==> src/rtl/sdfp_pkg.sv <==
package sdfp_pkg;
   typedef enum logic [2:0] {
      SEL_DATA   = 3'd0,
      SEL_CFG    = 3'd1,
      SEL_BYTES  = 3'd2,
      SEL_BLOCKS = 3'd3,
      SEL_DEBUG  = 3'd4,
      SEL_STATUS = 3'd5,
      SEL_CMD    = 3'd6,
      SEL_NONE   = 3'd7
   } host_sel_e;

   localparam int CFG_DATA_IRQ_BIT  = 4;
   localparam int CFG_BLOCK_IRQ_BIT = 8;
   localparam int ST_W              = 10;
   localparam int ST_DATA_FLAG_BIT  = 0;
   localparam int ST_DATA_IRQ_BIT   = 8;
   localparam int ST_BLOCK_IRQ_BIT  = 9;
   localparam int CMD_W             = 16;
   localparam int CMD_RD_BIT        = 6;
   localparam int CMD_WR_BIT        = 7;
   localparam int STATE_W           = 4;
   localparam int FILL_LSB          = 4;
   localparam int FILL_W            = 5;
   localparam logic [STATE_W-1:0] STATE_PWRDN = 4'hF;
   localparam logic [STATE_W-1:0] STATE_DATA  = 4'h1;
endpackage

==> src/rtl/sdfp_fifo.sv <==
module sdfp_fifo #(
   parameter int DEPTH = 16,
   parameter int WIDTH = 32,
   localparam int AW = $clog2(DEPTH),
   localparam int CW = AW + 1
)(
   input  logic             clk,
   input  logic             rst_n,
   input  logic             push,
   input  logic [WIDTH-1:0] push_data,
   input  logic             pop,
   output logic [WIDTH-1:0] head,
   output logic [CW-1:0]    fill,
   output logic             full,
   output logic             empty
);
   if (DEPTH < 2 || (DEPTH & (DEPTH - 1)) != 0) begin : g_bad_depth
      initial $fatal(1, "sdfp_fifo: DEPTH must be a power of two >= 2");
   end

   logic [WIDTH-1:0] mem [DEPTH];
   logic [AW-1:0]    rd_pos;
   logic [AW-1:0]    wr_idx;
   logic             push_ok;
   logic             pop_ok;

   assign full    = (fill == CW'(DEPTH));
   assign empty   = (fill == '0);
   assign push_ok = push && !full;
   assign pop_ok  = pop && !empty;
   assign wr_idx  = rd_pos + fill[AW-1:0];
   assign head    = empty ? '0 : mem[rd_pos];

   always_ff @(posedge clk) begin
      if (push_ok) mem[wr_idx] <= push_data;
   end

   always_ff @(posedge clk or negedge rst_n) begin
      if (!rst_n) begin
         rd_pos <= '0;
         fill   <= '0;
      end else begin
         if (pop_ok) rd_pos <= rd_pos + AW'(1);
         case ({push_ok, pop_ok})
            2'b10:   fill <= fill + CW'(1);
            2'b01:   fill <= fill - CW'(1);
            default: fill <= fill;
         endcase
      end
   end
endmodule

==> src/rtl/sdfp_engine.sv <==
module sdfp_engine #(
   parameter int CNT_W = 19,
   parameter int WIDTH = 32,
   localparam int NB = WIDTH / 8,
   localparam int BW = $clog2(NB)
)(
   input  logic             clk,
   input  logic             rst_n,
   input  logic             load,
   input  logic [CNT_W-1:0] load_val,
   input  logic             dir_rd,
   input  logic             card_rdy,
   input  logic [7:0]       card_byte,
   input  logic             fifo_full,
   input  logic             fifo_empty,
   input  logic [WIDTH-1:0] fifo_head,
   output logic             fifo_push,
   output logic [WIDTH-1:0] fifo_wdata,
   output logic             fifo_pop,
   output logic             card_take,
   output logic             card_tx_valid,
   output logic [7:0]       card_tx_byte,
   output logic             word_evt,
   output logic             done_evt,
   output logic [CNT_W-1:0] remain
);
   if (WIDTH < 16 || (WIDTH % 8) != 0 || (NB & (NB - 1)) != 0) begin : g_bad_width
      initial $fatal(1, "sdfp_engine: WIDTH must be a power-of-two byte count >= 2 bytes");
   end

   logic [BW-1:0]    pk_n;
   logic [BW-1:0]    up_n;
   logic [WIDTH-1:0] pk_word;
   logic [WIDTH-1:0] up_word;
   logic [WIDTH-1:0] assembled;
   logic             active;
   logic             last;
   logic             rd_step;
   logic             wr_step;
   logic             word_end;

   for (genvar i = 0; i < NB; i++) begin : g_lane
      assign assembled[8*i +: 8] = (pk_n == BW'(i)) ? card_byte : pk_word[8*i +: 8];
   end

   assign active   = (remain != '0);
   assign last     = (remain == CNT_W'(1));
   assign rd_step  = active && dir_rd && card_rdy && !fifo_full;
   assign wr_step  = active && !dir_rd && ((up_n != '0) || !fifo_empty);
   assign word_end = (pk_n == BW'(NB - 1)) || last;

   assign fifo_push     = rd_step && word_end;
   assign fifo_wdata    = assembled;
   assign fifo_pop      = wr_step && (up_n == '0);
   assign card_take     = rd_step;
   assign card_tx_valid = wr_step;
   assign card_tx_byte  = (up_n == '0) ? fifo_head[7:0] : up_word[7:0];
   assign word_evt      = fifo_push || fifo_pop;
   assign done_evt      = (rd_step || wr_step) && last;

   always_ff @(posedge clk or negedge rst_n) begin
      if (!rst_n) begin
         remain  <= '0;
         pk_n    <= '0;
         pk_word <= '0;
         up_n    <= '0;
         up_word <= '0;
      end else if (load) begin
         remain  <= load_val;
         pk_n    <= '0;
         pk_word <= '0;
         up_n    <= '0;
         up_word <= '0;
      end else if (rd_step) begin
         remain <= remain - CNT_W'(1);
         if (word_end) begin
            pk_n    <= '0;
            pk_word <= '0;
         end else begin
            pk_n    <= pk_n + BW'(1);
            pk_word <= assembled;
         end
      end else if (wr_step) begin
         remain <= remain - CNT_W'(1);
         if (last) begin
            up_n <= '0;
         end else if (up_n == '0) begin
            up_n    <= BW'(NB - 1);
            up_word <= fifo_head >> 8;
         end else begin
            up_n    <= up_n - BW'(1);
            up_word <= up_word >> 8;
         end
      end
   end
endmodule

==> src/rtl/sdfp_regs.sv <==
module sdfp_regs import sdfp_pkg::*; #(
   parameter int WIDTH    = 32,
   parameter int CFG_W    = 11,
   parameter int BYTES_W  = 10,
   parameter int BLOCKS_W = 9,
   parameter int DBG_W    = 22,
   parameter int FILL_CW  = 5,
   localparam int CNT_W   = BYTES_W + BLOCKS_W
)(
   input  logic                clk,
   input  logic                rst_n,
   input  logic                wr_en,
   input  host_sel_e           sel,
   input  logic [WIDTH-1:0]    wdata,
   input  logic                word_evt,
   input  logic                done_evt,
   input  logic [FILL_CW-1:0]  fill,
   output logic                load,
   output logic [CNT_W-1:0]    load_val,
   output logic                dir_rd,
   output logic [CFG_W-1:0]    cfg_q,
   output logic [CMD_W-1:0]    cmd_q,
   output logic [BYTES_W-1:0]  bytes_q,
   output logic [BLOCKS_W-1:0] blocks_q,
   output logic [ST_W-1:0]     status_q,
   output logic [DBG_W-1:0]    dbg_view
);
   logic [DBG_W-1:0] dbg_q;
   logic [ST_W-1:0]  st_set;
   logic [ST_W-1:0]  st_clr;

   assign load     = wr_en && (sel == SEL_BLOCKS);
   assign load_val = CNT_W'(wdata[BLOCKS_W-1:0]) * CNT_W'(bytes_q);
   assign dir_rd   = cmd_q[CMD_RD_BIT];

   always_comb begin
      st_set = '0;
      st_set[ST_DATA_FLAG_BIT] = word_evt;
      st_set[ST_DATA_IRQ_BIT]  = word_evt && cfg_q[CFG_DATA_IRQ_BIT];
      st_set[ST_BLOCK_IRQ_BIT] = done_evt && cmd_q[CMD_WR_BIT] && cfg_q[CFG_BLOCK_IRQ_BIT];
      st_clr = (wr_en && sel == SEL_STATUS) ? wdata[ST_W-1:0] : '0;
   end

   always_comb begin
      dbg_view = dbg_q;
      dbg_view[FILL_LSB +: FILL_W] = FILL_W'(fill);
   end

   always_ff @(posedge clk or negedge rst_n) begin
      if (!rst_n) begin
         cfg_q    <= '0;
         cmd_q    <= '0;
         bytes_q  <= '0;
         blocks_q <= '0;
         status_q <= '0;
         dbg_q    <= '0;
      end else begin
         status_q <= (status_q & ~st_clr) | st_set;
         if (wr_en) begin
            case (sel)
               SEL_CFG:    cfg_q    <= wdata[CFG_W-1:0];
               SEL_CMD:    cmd_q    <= {1'b0, wdata[CMD_W-2:0]};
               SEL_BYTES:  bytes_q  <= wdata[BYTES_W-1:0];
               SEL_BLOCKS: blocks_q <= wdata[BLOCKS_W-1:0];
               SEL_DEBUG: begin
                  dbg_q <= wdata[DBG_W-1:0];
                  if (wdata[STATE_W-1:0] == STATE_PWRDN) dbg_q[STATE_W-1:0] <= '0;
               end
               default: ;
            endcase
         end
         if (done_evt) dbg_q[STATE_W-1:0] <= STATE_DATA;
      end
   end
endmodule

==> src/rtl/sd_fifo_packer.sv <==
module sd_fifo_packer import sdfp_pkg::*; #(
   parameter int DEPTH    = 16,
   parameter int WIDTH    = 32,
   parameter int BYTES_W  = 10,
   parameter int BLOCKS_W = 9,
   parameter int CFG_W    = 11,
   parameter int DBG_W    = 22
)(
   input  logic             clk,
   input  logic             rst_n,
   input  logic             host_wr_en,
   input  logic             host_rd_en,
   input  logic [2:0]       host_addr,
   input  logic [WIDTH-1:0] host_wdata,
   output logic [WIDTH-1:0] host_rdata,
   input  logic             card_rdy,
   input  logic [7:0]       card_rx_data,
   output logic             card_take,
   output logic             card_tx_valid,
   output logic [7:0]       card_tx_data
);
   localparam int FILL_CW = $clog2(DEPTH) + 1;
   localparam int CNT_W   = BYTES_W + BLOCKS_W;

   if (FILL_CW > FILL_W || DBG_W < FILL_LSB + FILL_W) begin : g_bad_fill
      initial $fatal(1, "sd_fifo_packer: fill count does not fit the debug field");
   end
   if (CFG_W <= CFG_BLOCK_IRQ_BIT || WIDTH < CMD_W || WIDTH < DBG_W || WIDTH < CFG_W) begin : g_bad_regs
      initial $fatal(1, "sd_fifo_packer: register widths inconsistent");
   end

   host_sel_e             sel;
   logic                  host_push;
   logic                  host_pop;
   logic                  eng_push;
   logic                  eng_pop;
   logic [WIDTH-1:0]      eng_wdata;
   logic [WIDTH-1:0]      fifo_head;
   logic [FILL_CW-1:0]    fill;
   logic                  fifo_full;
   logic                  fifo_empty;
   logic                  word_evt;
   logic                  done_evt;
   logic [CNT_W-1:0]      remain;
   logic                  load;
   logic [CNT_W-1:0]      load_val;
   logic                  dir_rd;
   logic [CFG_W-1:0]      cfg_q;
   logic [CMD_W-1:0]      cmd_q;
   logic [BYTES_W-1:0]    bytes_q;
   logic [BLOCKS_W-1:0]   blocks_q;
   logic [ST_W-1:0]       status_q;
   logic [DBG_W-1:0]      dbg_view;

   assign sel       = host_sel_e'(host_addr);
   assign host_push = host_wr_en && (sel == SEL_DATA);
   assign host_pop  = host_rd_en && (sel == SEL_DATA);

   sdfp_fifo #(.DEPTH(DEPTH), .WIDTH(WIDTH)) u_fifo (
      .clk       (clk),
      .rst_n     (rst_n),
      .push      (eng_push || host_push),
      .push_data (eng_push ? eng_wdata : host_wdata),
      .pop       (eng_pop || host_pop),
      .head      (fifo_head),
      .fill      (fill),
      .full      (fifo_full),
      .empty     (fifo_empty)
   );

   sdfp_engine #(.CNT_W(CNT_W), .WIDTH(WIDTH)) u_engine (
      .clk           (clk),
      .rst_n         (rst_n),
      .load          (load),
      .load_val      (load_val),
      .dir_rd        (dir_rd),
      .card_rdy      (card_rdy),
      .card_byte     (card_rx_data),
      .fifo_full     (fifo_full),
      .fifo_empty    (fifo_empty),
      .fifo_head     (fifo_head),
      .fifo_push     (eng_push),
      .fifo_wdata    (eng_wdata),
      .fifo_pop      (eng_pop),
      .card_take     (card_take),
      .card_tx_valid (card_tx_valid),
      .card_tx_byte  (card_tx_data),
      .word_evt      (word_evt),
      .done_evt      (done_evt),
      .remain        (remain)
   );

   sdfp_regs #(
      .WIDTH(WIDTH), .CFG_W(CFG_W), .BYTES_W(BYTES_W),
      .BLOCKS_W(BLOCKS_W), .DBG_W(DBG_W), .FILL_CW(FILL_CW)
   ) u_regs (
      .clk      (clk),
      .rst_n    (rst_n),
      .wr_en    (host_wr_en),
      .sel      (sel),
      .wdata    (host_wdata),
      .word_evt (word_evt),
      .done_evt (done_evt),
      .fill     (fill),
      .load     (load),
      .load_val (load_val),
      .dir_rd   (dir_rd),
      .cfg_q    (cfg_q),
      .cmd_q    (cmd_q),
      .bytes_q  (bytes_q),
      .blocks_q (blocks_q),
      .status_q (status_q),
      .dbg_view (dbg_view)
   );

   always_comb begin
      case (sel)
         SEL_DATA:   host_rdata = fifo_head;
         SEL_CFG:    host_rdata = WIDTH'(cfg_q);
         SEL_BYTES:  host_rdata = WIDTH'(bytes_q);
         SEL_BLOCKS: host_rdata = WIDTH'(blocks_q);
         SEL_DEBUG:  host_rdata = WIDTH'(dbg_view);
         SEL_STATUS: host_rdata = WIDTH'(status_q);
         SEL_CMD:    host_rdata = WIDTH'(cmd_q);
         default:    host_rdata = '0;
      endcase
   end
endmodule

==> config.mk <==
export PLATFORM = sky130hd
export DESIGN_NAME = sd_fifo_packer
export DESIGN_NICKNAME = d
export VERILOG_FILES = /design/src/rtl/sdfp_pkg.sv /design/src/rtl/sdfp_fifo.sv /design/src/rtl/sdfp_engine.sv /design/src/rtl/sdfp_regs.sv /design/src/rtl/sd_fifo_packer.sv
export SDC_FILE = /design/constraint.sdc
export NUM_CORES = 1
export LEC_CHECK = 0
export BUFFER_PORTS_ARGS = -buffer_cell sky130_fd_sc_hd__buf_4
export CORE_MARGIN = 4
export CORE_UTILIZATION = 55
export CTS_BUF_LIST = sky130_fd_sc_hd__clkbuf_4 sky130_fd_sc_hd__clkbuf_8
export CTS_CLUSTER_SIZE = 40
export DETAILED_ROUTE_END_ITERATION = 8
export GPL_ROUTABILITY_DRIVEN = 0
export PLACE_DENSITY = 0.72
export SETUP_SLACK_MARGIN = 0.05
export SYNTH_ARGS = -nofsm -noshare
export SYNTH_HDL_FRONTEND = slang
export SYNTH_SLANG_ARGS = --single-unit
==> constraint.sdc <==
create_clock -name clk -period 14.8 [get_ports clk]
set_input_delay 0 -clock clk [delete_from_list [all_inputs] [get_ports clk]]
set_output_delay 0 -clock clk [all_outputs]
set_load 0.01 [all_outputs]
==> impl_metrics.csv, run 1 <==
group,metric,value,unit
clock_tree,clock_transition_at_the_register_clock_pins_on_the_worst_setup_and_hold_paths_after_cts,0.06,ns
finish,insertedDiodeCount,0,
synthesis,post_synth_mux_area_share,14.9,%
clock_tree,hold_buffers,47,
synthesis,post_synth_fa_ha_maj_area_fraction,6.03,%
synthesis,synthDistinctLibCells,62,
clock_tree,cts-buffers-inserted,106,
critical_path,crit_chain,"or4_4 -> or4_1 -> o21ai_1 -> inv_1 -> nand2_2 -> buf_4 -> a22o_1 -> ha_1 -> ha_1 -> a21o_1 -> a21oi_1 -> xor2_1 -> nor2_1 -> xnor2_1",
routing,detail-route-antenna-nets,0,
timing,slew_headroom,21.8,%
timing,max_slew.worst_pin.slew,1.16,ns
critical_path,worst_path_max_delay_cell,"a22o_1",
synthesis,number_of_warnings_reported_in_the_yosys_synthesis_log,0,
clock_tree,cts_resized,0,
floorplan,floorplan.initialDensity,55.8,%
synthesis,synth_simple_gate_area_share,6.20,%
placed_design,io_buffer_count,89,
clock_tree,cts_tree,"done",
floorplan,floorplan.die_area,0.0598,sq mm
timing,setup_total_negative_slack,0,ns
floorplan,die_height,245,microns
timing,timing.final.crit_share,35.7,%
synthesis,syn-cell-area,0.0308,sq mm
critical_path,cp_slowest_stage_delay,0.85,ns
timing,clock_period_minus_final_worst_setup_slack,5.29,ns
clock_tree,clkLatencyLatePin,0.69,ns
synthesis,ys_seq_elements,672,
synthesis,post_synth_net_total,2179,
synthesis,synth_area_per_cell,15.3,sq um
floorplan,io-pin-count,90,
floorplan,fp.dieW,245,microns
timing,slew_viol_final,0,
floorplan,row_count,86,
synthesis,async_flop_share,23.8,%
global_routing,grt_start_max_net_pins,94,
synthesis,synth_sequential_area_ratio,63.0,%
critical_path,worstSetupPathType,"flop to flop",
finish,area_growth_syn_to_layout,14.4,%
clock_tree,cts.path.max_buffers,3,
synthesis,synth_compound_area_share,5.90,%
routing,dr_total_vias,18800,
timing,hold_viol,0,
finish,nets,2373,
critical_path,critPathLaunchType,"flop",
power_and_ir_drop,power_per_cell_area,191,mW/mm^2
clock_tree,cts_setup_buffers,0,
global_routing,first_pass_grt_wire_length,120,mm
finish,fillers,3927,
power_and_ir_drop,total_leakage_power,0.0134,uW
synthesis,number_of_enable_flip_flop_cells_after_synthesis,512,
global_routing,first_global_vias,19200,
worst_hold_path,hold_class,"primary input to flop",
critical_path,required,15.38,ns
timing,timing.final.setup_violations,0,
critical_path,critPathArrivalTime,5.87,ns
critical_path,path_buf_inv,2,
synthesis,synth_top_family_by_area,"multiplexers",
global_routing,grtUsageTotal,26.8,%
clock_tree,clockRootBuffer,"clkbuf_8",
synthesis,postSynthCellCount,2018,
timing,fmax,0.189,GHz
routing,post-route-drc-count,0,
routing,tritonroute_pass_1_iters,7,
routing,routed_via_density,6.19,
finish,finalInstanceArea,0.0352,sq mm
critical_path,critical_path.endpoint_type,"flop",
routing,drt-initial-drc-count,2017,
flow_run,drv_cap,0,
placed_design,hpwl_after_detailed_placement,48.3,mm
critical_path,critPathMaxFanout,73,
clock_tree,numClockSinks,672,
synthesis,synth-xor-area-share,1.17,%
critical_path,critical-path-top-cell-by-count,"ha_1",
critical_path,crit_family,"compound AO/OA/AOI/OAI gates",
global_routing,antenna_violations_before_repair,1,
global_routing,gr-total-overflow,0,
placed_design,dpl_cell_area,0.0326,sq mm
floorplan,placeableCoreArea,0.0552,sq mm
status,outcome,"completed",
routing,wl_per_cell,26.1,microns
finish,fraction_of_layout_instances_using_a_drive_strength_above_1,24.0,%
synthesis,dominantRegCellSynth,"edfxtp_1",
timing,rsz0062_at_grt,"no",
routing,route.final.wire_length,79.4,mm
clock_tree,ctsHtreeMaxLevel,3,
power_and_ir_drop,vdd_drop_max,0.000142,V
timing,worst_clock_skew,0.0183,ns
==> cell type report <==
type                       count  area, sq um  area share (%)
inverter                     107          402            1.14
clock buffer                 164         1940            5.52
clock inverter                23          183           0.519
sequential                   672        19400            55.1
tap                          748          936            2.66
timing repair buffer         206         1700            4.82
multi-input combinational   1119        10600            30.2
==> where the power goes <==
group	internal [uW]	switching (uW)
logic	1140	1560
clock network	869	704
registers	2250	190
==> cells in the final DEF, fill, tap and decap left out, types with 30 or more instances in the layout <==
| master | instances |
|---|---|
| o22ai_1 | 30 |
| ha_1 | 54 |
| nand2_1 | 195 |
| mux4_2 | 128 |
| nor2_1 | 57 |
| dlygate4sd3_1 | 46 |
| buf_4 | 157 |
| clkbuf_4 | 50 |
| and2_1 | 60 |
| mux2_2 | 52 |
| mux2i_1 | 113 |
| fa_1 | 59 |
| dfrtp_1 | 157 |
| o21ai_0 | 77 |
| edfxtp_1 | 512 |
| inv_1 | 107 |
| clkbuf_8 | 114 |
==> final timing paths <==
path                                startpoint                   to  slack [ns]  cells past startpoint
setup / recovery           u_engine.remain[13]       u_fifo.fill[4]        9.51                     14
hold / removal                  host_wdata[20]     u_regs.dbg_q[20]        0.09                      4
setup reg to reg           u_engine.remain[13]       u_fifo.fill[4]        9.51                     14
hold reg to reg               u_regs.dbg_q[14]     u_regs.dbg_q[14]        0.48                      2
max in group asynchronous                rst_n     u_fifo.rd_pos[3]       13.27                      4
min in group asynchronous                rst_n  u_engine.remain[12]        0.50                      4
==> metal layers <==
layer / GRT usage (%) / up-vias / part of all wire (%)
li1: - / 8005 / -
met1: 36.5 / 9603 / 38
met2: 41.4 / 1040 / 47
met3: 6.70 / 174 / 10
met4: 12.2 / 0 / 4.8
met5: 0 / - / 0
==> state kept, by name (all words and copies together) (netlist names), 4 cells and up <==
| register | count |
|---|---|
| u_fifo.mem | 512 |
| u_engine.pk_word | 32 |
| u_engine.up_word | 24 |
| u_engine.remain | 19 |
| u_regs.dbg_q | 17 |
| u_regs.cmd_q | 15 |
| u_regs.cfg_q | 11 |
| u_regs.bytes_q | 10 |
| u_regs.status_q | 10 |
| u_regs.blocks_q | 9 |
| u_fifo.fill | 5 |
| u_fifo.rd_pos | 4 |
==> Yosys cell counts (17+ instances only) <==
library cell    n  area share [%]
edfxtp_1      512              50
nand2_1       195             2.4
dfrtp_1       160              13
mux4_2        128             9.4
mux2i_1       113             3.7
inv_1         107             1.3
clkbuf_1       88             1.1
o21ai_0        77             1.3
and2_1         60             1.2
fa_1           59             3.8
nor2_1         57            0.70
ha_1           54             2.2
mux2_2         52             1.9
a21oi_1        30            0.49
o22ai_1        30            0.61
buf_1          29            0.35
xnor2_1        27            0.77
o22a_1         26            0.74
nand3_1        18            0.29
a221o_1        17            0.55
==> per-stage QoR <==
step	std cells	hold WS [ns]	utilization, %	power, uW	worst slack (ns)
after floorplan	2018	-0.296	-	4280	8.68
after global placement	2805	0.128	59.0	5080	9.73
after detailed placement	2805	0.139	59.0	5140	9.63
after CTS	3039	0.0508	63.8	6730	9.57
after global routing	3039	0.0881	63.8	7070	9.26
final	3039	0.0923	63.8	6710	9.51
==> worst reg2reg max path, stage by stage, from the launching register on <==
cell and delay (ns):
dfrtp_1 0.42, or4_4 0.59, or4_1 0.66, o21ai_1 0.31, inv_1 0.18, nand2_2 0.08, buf_4 0.55, a22o_1 0.89
ha_1 0.43, ha_1 0.33, a21o_1 0.20, a21oi_1 0.16, xor2_1 0.17, nor2_1 0.07, xnor2_1 0.13
==> logic make-up after synthesis <==
family | Yosys count
AOI/OAI and AO/OA | 264
adders and majority gates | 113
buffers and inverters | 227
muxes | 293
xor gates and xnor gates | 41
DFF | 672
and+or+nand+nor | 408
Power figures use the tool's default switching activity.
==> inputs of run 2 (changes only) <==
PLACE_DENSITY = 0.75   (was 0.72)
clock period = 4.8 ns   (was 14.8 ns; I/O delays follow)
==> impl_metrics.csv, run 2 (same netlist as run 1, synthesis figures left out) <==
group,metric,value,unit
finish,fraction_of_layout_instances_using_a_drive_strength_above_1,24.5,%
routing,wl_per_cell,25.9,microns
timing,hold_viol,0,
critical_path,critPathCapture,"u_engine.remain[15]",
finish,finalInstanceArea,0.0357,sq mm
placed_design,place_ws,0.159,ns
timing,final_critical_path_setup_slack,0.308,ns
timing,slew_headroom,11.0,%
power_and_ir_drop,net-switching-power,7710,uW
critical_path,r2r_setup_slack,0.31,ns
floorplan,row_count,86,
floorplan,floorplan.die_area,0.0598,sq mm
global_routing,grt_start_max_net_pins,133,
status,outcome,"completed",
placed_design,io_buffer_count,89,
power_and_ir_drop,total_leakage_power,0.0137,uW
critical_path,cp.depth,14,
clock_tree,cts_setup_buffers,0,
routing,dr_total_vias,19100,
global_routing,gr-total-overflow,0,
floorplan,die_height,245,microns
global_routing,grtUsageTotal,26.9,%
critical_path,worst_path_max_delay_cell,"fa_1",
timing,worst_hold_slack,0.120,ns
critical_path,critPathLaunch,"u_regs.bytes_q[5]",
global_routing,first_global_vias,19400,
routing,detail-route-antenna-nets,0,
critical_path,critPathLaunchType,"flop",
power_and_ir_drop,vdd_drop_max,0.000559,V
finish,nets,2405,
timing,timing.final.setup_violations,0,
timing,fmax,0.223,GHz
critical_path,crit_chain,"and2_1 -> fa_1 -> fa_1 -> fa_1 -> inv_1 -> fa_1 -> inv_1 -> ha_1 -> a2111oi_4 -> o21ai_2 -> a31oi_2 -> a21oi_1 -> xnor2_1 -> mux2i_1",
routing,drt-initial-drc-count,2126,
clock_tree,cts-buffers-inserted,104,
power_and_ir_drop,comb_power_share,40.6,%
global_routing,antenna_violations_before_repair,3,
timing,timing.final.crit_share,93.6,%
floorplan,floorplan.initialDensity,55.8,%
critical_path,worst_r2r_startpoint,"u_regs.bytes_q[5]",
power_and_ir_drop,power_per_cell_area,591,mW/mm^2
finish,layout_common_cells,"edfxtp_1 (512), nand2_1 (195), buf_4 (171)",
power_and_ir_drop,intPower,13400,uW
finish,largest-register,"u_fifo.mem",
critical_path,required,5.37,ns
critical_path,critPathArrivalTime,5.07,ns
power_and_ir_drop,clock_power_share,24.0,%
floorplan,io-pin-count,90,
timing,clock_period_minus_final_worst_setup_slack,4.49,ns
critical_path,critical_path.endpoint_type,"flop",
routing,post-route-drc-count,0,
clock_tree,numClockSinks,672,
routing,routed_via_density,6.18,
floorplan,fp.dieW,245,microns
power_and_ir_drop,post-layout-total-power,21100,uW
critical_path,critPathMaxFanout,11,
timing,rsz0062_at_grt,"no",
critical_path,path_buf_inv,2,
finish,area_growth_syn_to_layout,16.0,%
critical_path,crit_family,"adder cells",
critical_path,worst_r2r_endpoint,"u_engine.remain[15]",
clock_tree,cts.path.max_buffers,3,
timing,worst_clock_skew,0.0255,ns
placed_design,dpl_cell_area,0.0328,sq mm
critical_path,cp_slowest_stage_delay,0.57,ns
clock_tree,clock_transition_at_the_register_clock_pins_on_the_worst_setup_and_hold_paths_after_cts,0.06,ns
finish,fillers,3774,
critical_path,worstRegToRegCells,14,
flow_run,drv_cap,0,
power_and_ir_drop,relative_contribution_of_sequential_cells_to_total_power,35.4,%
power_and_ir_drop,swShare,36.5,%
critical_path,worstSetupPathType,"flop to flop",
finish,number_of_flip_flops_in_the_largest_register,512,
timing,slew_viol_final,0,
placed_design,hpwl_after_detailed_placement,49.3,mm
routing,tritonroute_pass_1_iters,6,
clock_tree,cts_tree,"done",
finish,biggestRegsByFlops,"u_fifo.mem (512), u_engine.pk_word (32), u_engine.up_word (24)",
global_routing,first_pass_grt_wire_length,121,mm
timing,max_slew.worst_pin.slew,1.33,ns
finish,most_common_cell_after_layout_fill_and_taps_aside,"edfxtp_1",
routing,route.final.wire_length,80.0,mm
clock_tree,clkLatencyLatePin,0.71,ns
clock_tree,ctsHtreeMaxLevel,3,
critical_path,critical-path-top-cell-by-count,"fa_1",
worst_hold_path,hold_class,"primary input to flop",
clock_tree,clockRootBuffer,"clkbuf_8",
floorplan,placeableCoreArea,0.0552,sq mm
## run 2: cell types whose count changed in the layout (fill, tap and decap cells not counted), sizes merged
cell         delta
clkinv         +12
dlygate4sd3    +18
inv             +1
buf            +16
clkinvlp        -1
diode           +3
clkbuf          -6
bufinv          +2
## run 2: worst min-delay path by stage
stage / start / slack, ns / end / cells after the start
4_1_cts: host_wdata[11] / 0.06 / u_regs.cmd_q[11] / 3
5_1_grt: host_wdata[11] / 0.08 / u_regs.cmd_q[11] / 3
3_5_place_dp: rst_n / 0.03 / u_engine.remain[2] / 1
6_report: host_wdata[11] / 0.12 / u_regs.cmd_q[11] / 3
2_1_floorplan: rst_n / -0.30 / u_engine.pk_n[0] / 0
3_3_place_gp: rst_n / 0.03 / u_engine.remain[2] / 1
## run 2: metrics by stage
stage / setup TNS [ns] / utilization, % / cells
after detailed placement: 0 / 59.4 / 2821
after global placement: 0 / 59.4 / 2821
after floorplan: -306.03 / - / 2018
after global routing: 0 / 64.7 / 3082
after CTS: 0 / 64.6 / 3081
final: 0 / 64.7 / 3084
## run 2: routing by layer
metal	track usage (%)	share of wire (%)	wire, microns
met3	5.21	8.8	7030
met1	38.3	40	31800
met5	1.14	0.11	90
met4	7.82	2.6	2120
met2	42.9	49	38900
## run 2: power by group through the flow
stage / Sequential, uW / Combinational, uW / Clock [uW]
after detailed placement: 7560 / 8300 / 0
after global placement: 7530 / 8150 / 0
final: 7470 / 8580 / 5060
after global routing: 7530 / 9290 / 5410
after CTS: 7450 / 8430 / 5130
after floorplan: 7270 / 5980 / 0
## run 2: layout make-up
type	instances	area, sq um	share of cell area (%)
Antenna cell	3	7.51	0.0210
Sequential cell	672	19400	54.3
Clock inverter	37	308	0.862
Timing Repair Buffer	240	2020	5.66
Clock buffer	158	1940	5.42
Tap cell	748	936	2.62
Inverter	107	402	1.12
Multi-Input combinational cell	1119	10700	30.0
## run 2: worst register-to-register path, cell delays in order, from the launching register on
cell	delay (ns)
dfrtp_1	0.49
and2_1	0.23
fa_1	0.43
fa_1	0.50
fa_1	0.57
inv_1	0.05
fa_1	0.47
inv_1	0.05
ha_1	0.38
a2111oi_4	0.41
o21ai_2	0.14
a31oi_2	0.24
a21oi_1	0.15
xnor2_1	0.16
mux2i_1	0.08
## run 2: timing repair
| action | 4_1_cts | 5_1_grt |
|---|---|---|
| gates resized for setup | 0 | 8 |
| setup endpoints to repair | 0 | 6 |
| hold buffers | 65 | 0 |
| hold endpoints to repair | 668 | 0 |
==> inputs of run 3 (changes only) <==
HOLD_SLACK_MARGIN = 0.02   (was unset)
PLACE_DENSITY = 0.72   (was 0.75)
clock period = 5.81 ns   (was 4.8 ns; I/O delays follow)
==> impl_metrics.csv, run 3 (same netlist as run 1, synthesis figures left out) <==
group,metric,value,unit
status,outcome,"completed",
timing,timing.final.setup_violations,0,
power_and_ir_drop,total_leakage_power,0.0134,uW
clock_tree,cts.path.max_buffers,3,
critical_path,required,6.36,ns
timing,rsz0062_at_grt,"no",
finish,fraction_of_layout_instances_using_a_drive_strength_above_1,23.5,%
timing,max_slew.worst_pin.slew,1.14,ns
clock_tree,clock_transition_at_the_register_clock_pins_on_the_worst_setup_and_hold_paths_after_cts,0.06,ns
global_routing,gr-total-overflow,0,
timing,slew_viol_final,0,
clock_tree,numClockSinks,672,
routing,tritonroute_pass_1_iters,7,
timing,final_critical_path_setup_slack,1.01,ns
timing,fmax,0.208,GHz
floorplan,floorplan.die_area,0.0598,sq mm
power_and_ir_drop,vdd_drop_max,0.000300,V
finish,biggestRegsByFlops,"u_fifo.mem (512), u_engine.pk_word (32), u_engine.up_word (24)",
floorplan,io-pin-count,90,
routing,route.final.wire_length,79.9,mm
floorplan,floorplan.initialDensity,55.8,%
routing,drt-initial-drc-count,2031,
timing,timing.final.crit_share,82.6,%
finish,nets,2369,
critical_path,worstSetupPathType,"flop to flop",
timing,setup_total_negative_slack,0,ns
global_routing,grtUsageTotal,27.0,%
timing,slew_headroom,23.5,%
worst_hold_path,hold_class,"primary input to flop",
critical_path,critPathLaunchType,"flop",
placed_design,io_buffer_count,89,
critical_path,critPathArrivalTime,5.35,ns
routing,wl_per_cell,26.2,microns
finish,largest-register,"u_fifo.mem",
finish,area_growth_syn_to_layout,14.4,%
timing,clock_period_minus_final_worst_setup_slack,4.80,ns
timing,worst_clock_skew,0.0482,ns
floorplan,row_count,86,
clock_tree,cts_tree,"done",
global_routing,first_pass_grt_wire_length,120,mm
timing,hold_viol,0,
clock_tree,ctsHtreeMaxLevel,3,
global_routing,grt_start_max_net_pins,90,
power_and_ir_drop,post-layout-total-power,16900,uW
routing,routed_via_density,6.21,
flow_run,drv_cap,0,
clock_tree,clockRootBuffer,"clkbuf_8",
placed_design,place_ws,1.13,ns
power_and_ir_drop,power_per_cell_area,480,mW/mm^2
clock_tree,cts_setup_buffers,0,
routing,post-route-drc-count,0,
finish,finish.utilization,63.8,%
finish,number_of_flip_flops_in_the_largest_register,512,
global_routing,antenna_violations_before_repair,1,
global_routing,first_global_vias,19400,
clock_tree,cts-buffers-inserted,104,
placed_design,hpwl_after_detailed_placement,47.9,mm
clock_tree,clkLatencyLatePin,0.71,ns
floorplan,fp.dieW,245,microns
timing,worst_hold_slack,0.0563,ns
finish,layout_common_cells,"edfxtp_1 (512), nand2_1 (194), dfrtp_1 (157)",
critical_path,critical_path.endpoint_type,"flop",
routing,detail-route-antenna-nets,0,
critical_path,critPathMaxFanout,11,
finish,most_common_cell_after_layout_fill_and_taps_aside,"edfxtp_1",
routing,dr_total_vias,18900,
floorplan,placeableCoreArea,0.0552,sq mm
floorplan,die_height,245,microns
## run 3: area by class of cell
cell class              count  area [sq um]
repair buffers            204          1730
multi-input cells        1119         10700
flip-flops and latches    672         19400
clock inverters            47           267
fillers                  3964         20000
inverters                 107           402
diodes                      1          2.50
clock buffers             151          1840
well taps                 748           936
## run 3: path summary, 6_finish.rpt
kind                                   start             endpoint  slack, ns  cells past startpoint
max                        u_regs.bytes_q[7]  u_engine.remain[17]       1.01                     14
min in group asynchronous              rst_n   u_engine.remain[3]       0.46                      4
max reg2reg                u_regs.bytes_q[7]  u_engine.remain[17]       1.01                     14
max in group asynchronous              rst_n  u_engine.up_word[0]       4.44                      4
min reg2reg                  u_regs.dbg_q[9]      u_regs.dbg_q[9]       0.47                      2
min                             host_addr[0]   u_regs.blocks_q[8]       0.06                      4
## run 3: stage by stage
stage,std cells,area (sq um)
floorplan,2018,30800
global placement,2803,32600
CTS,3048,35200
finish,3049,35200
global route,3048,35200
detailed placement,2803,32600
## run 3: worst max-delay path, stage by stage, from the launching register on
cell and delay [ns]:
dfrtp_1 0.50, and2_1 0.22, fa_1 0.50, fa_1 0.52
fa_1 0.50, inv_1 0.05, fa_1 0.47, inv_1 0.04
ha_1 0.35, a2111oi_0 0.46, o21ai_0 0.26, a31oi_1 0.30
o21ai_0 0.17, xnor2_1 0.20, mux2i_1 0.09
## run 3: layer usage
layer	up-vias	wire, microns	global-route usage, %	share of wire (%)
li1	8012	-	-	-
met1	9774	31100	37.0	39
met2	976	38800	43.7	49
met3	181	7170	5.84	9.0
met4	2	2750	9.40	3.4
met5	-	13	0	0.016
## run 3: what timing repair did
action	CTS	global route
gates resized for setup	0	0
hold endpoints to repair	680	0
hold buffers	47	0
## run 3: power by group
part | internal (uW) | switching, uW
clock | 2090 | 1840
sequential | 5720 | 402
combinational | 2900 | 3950
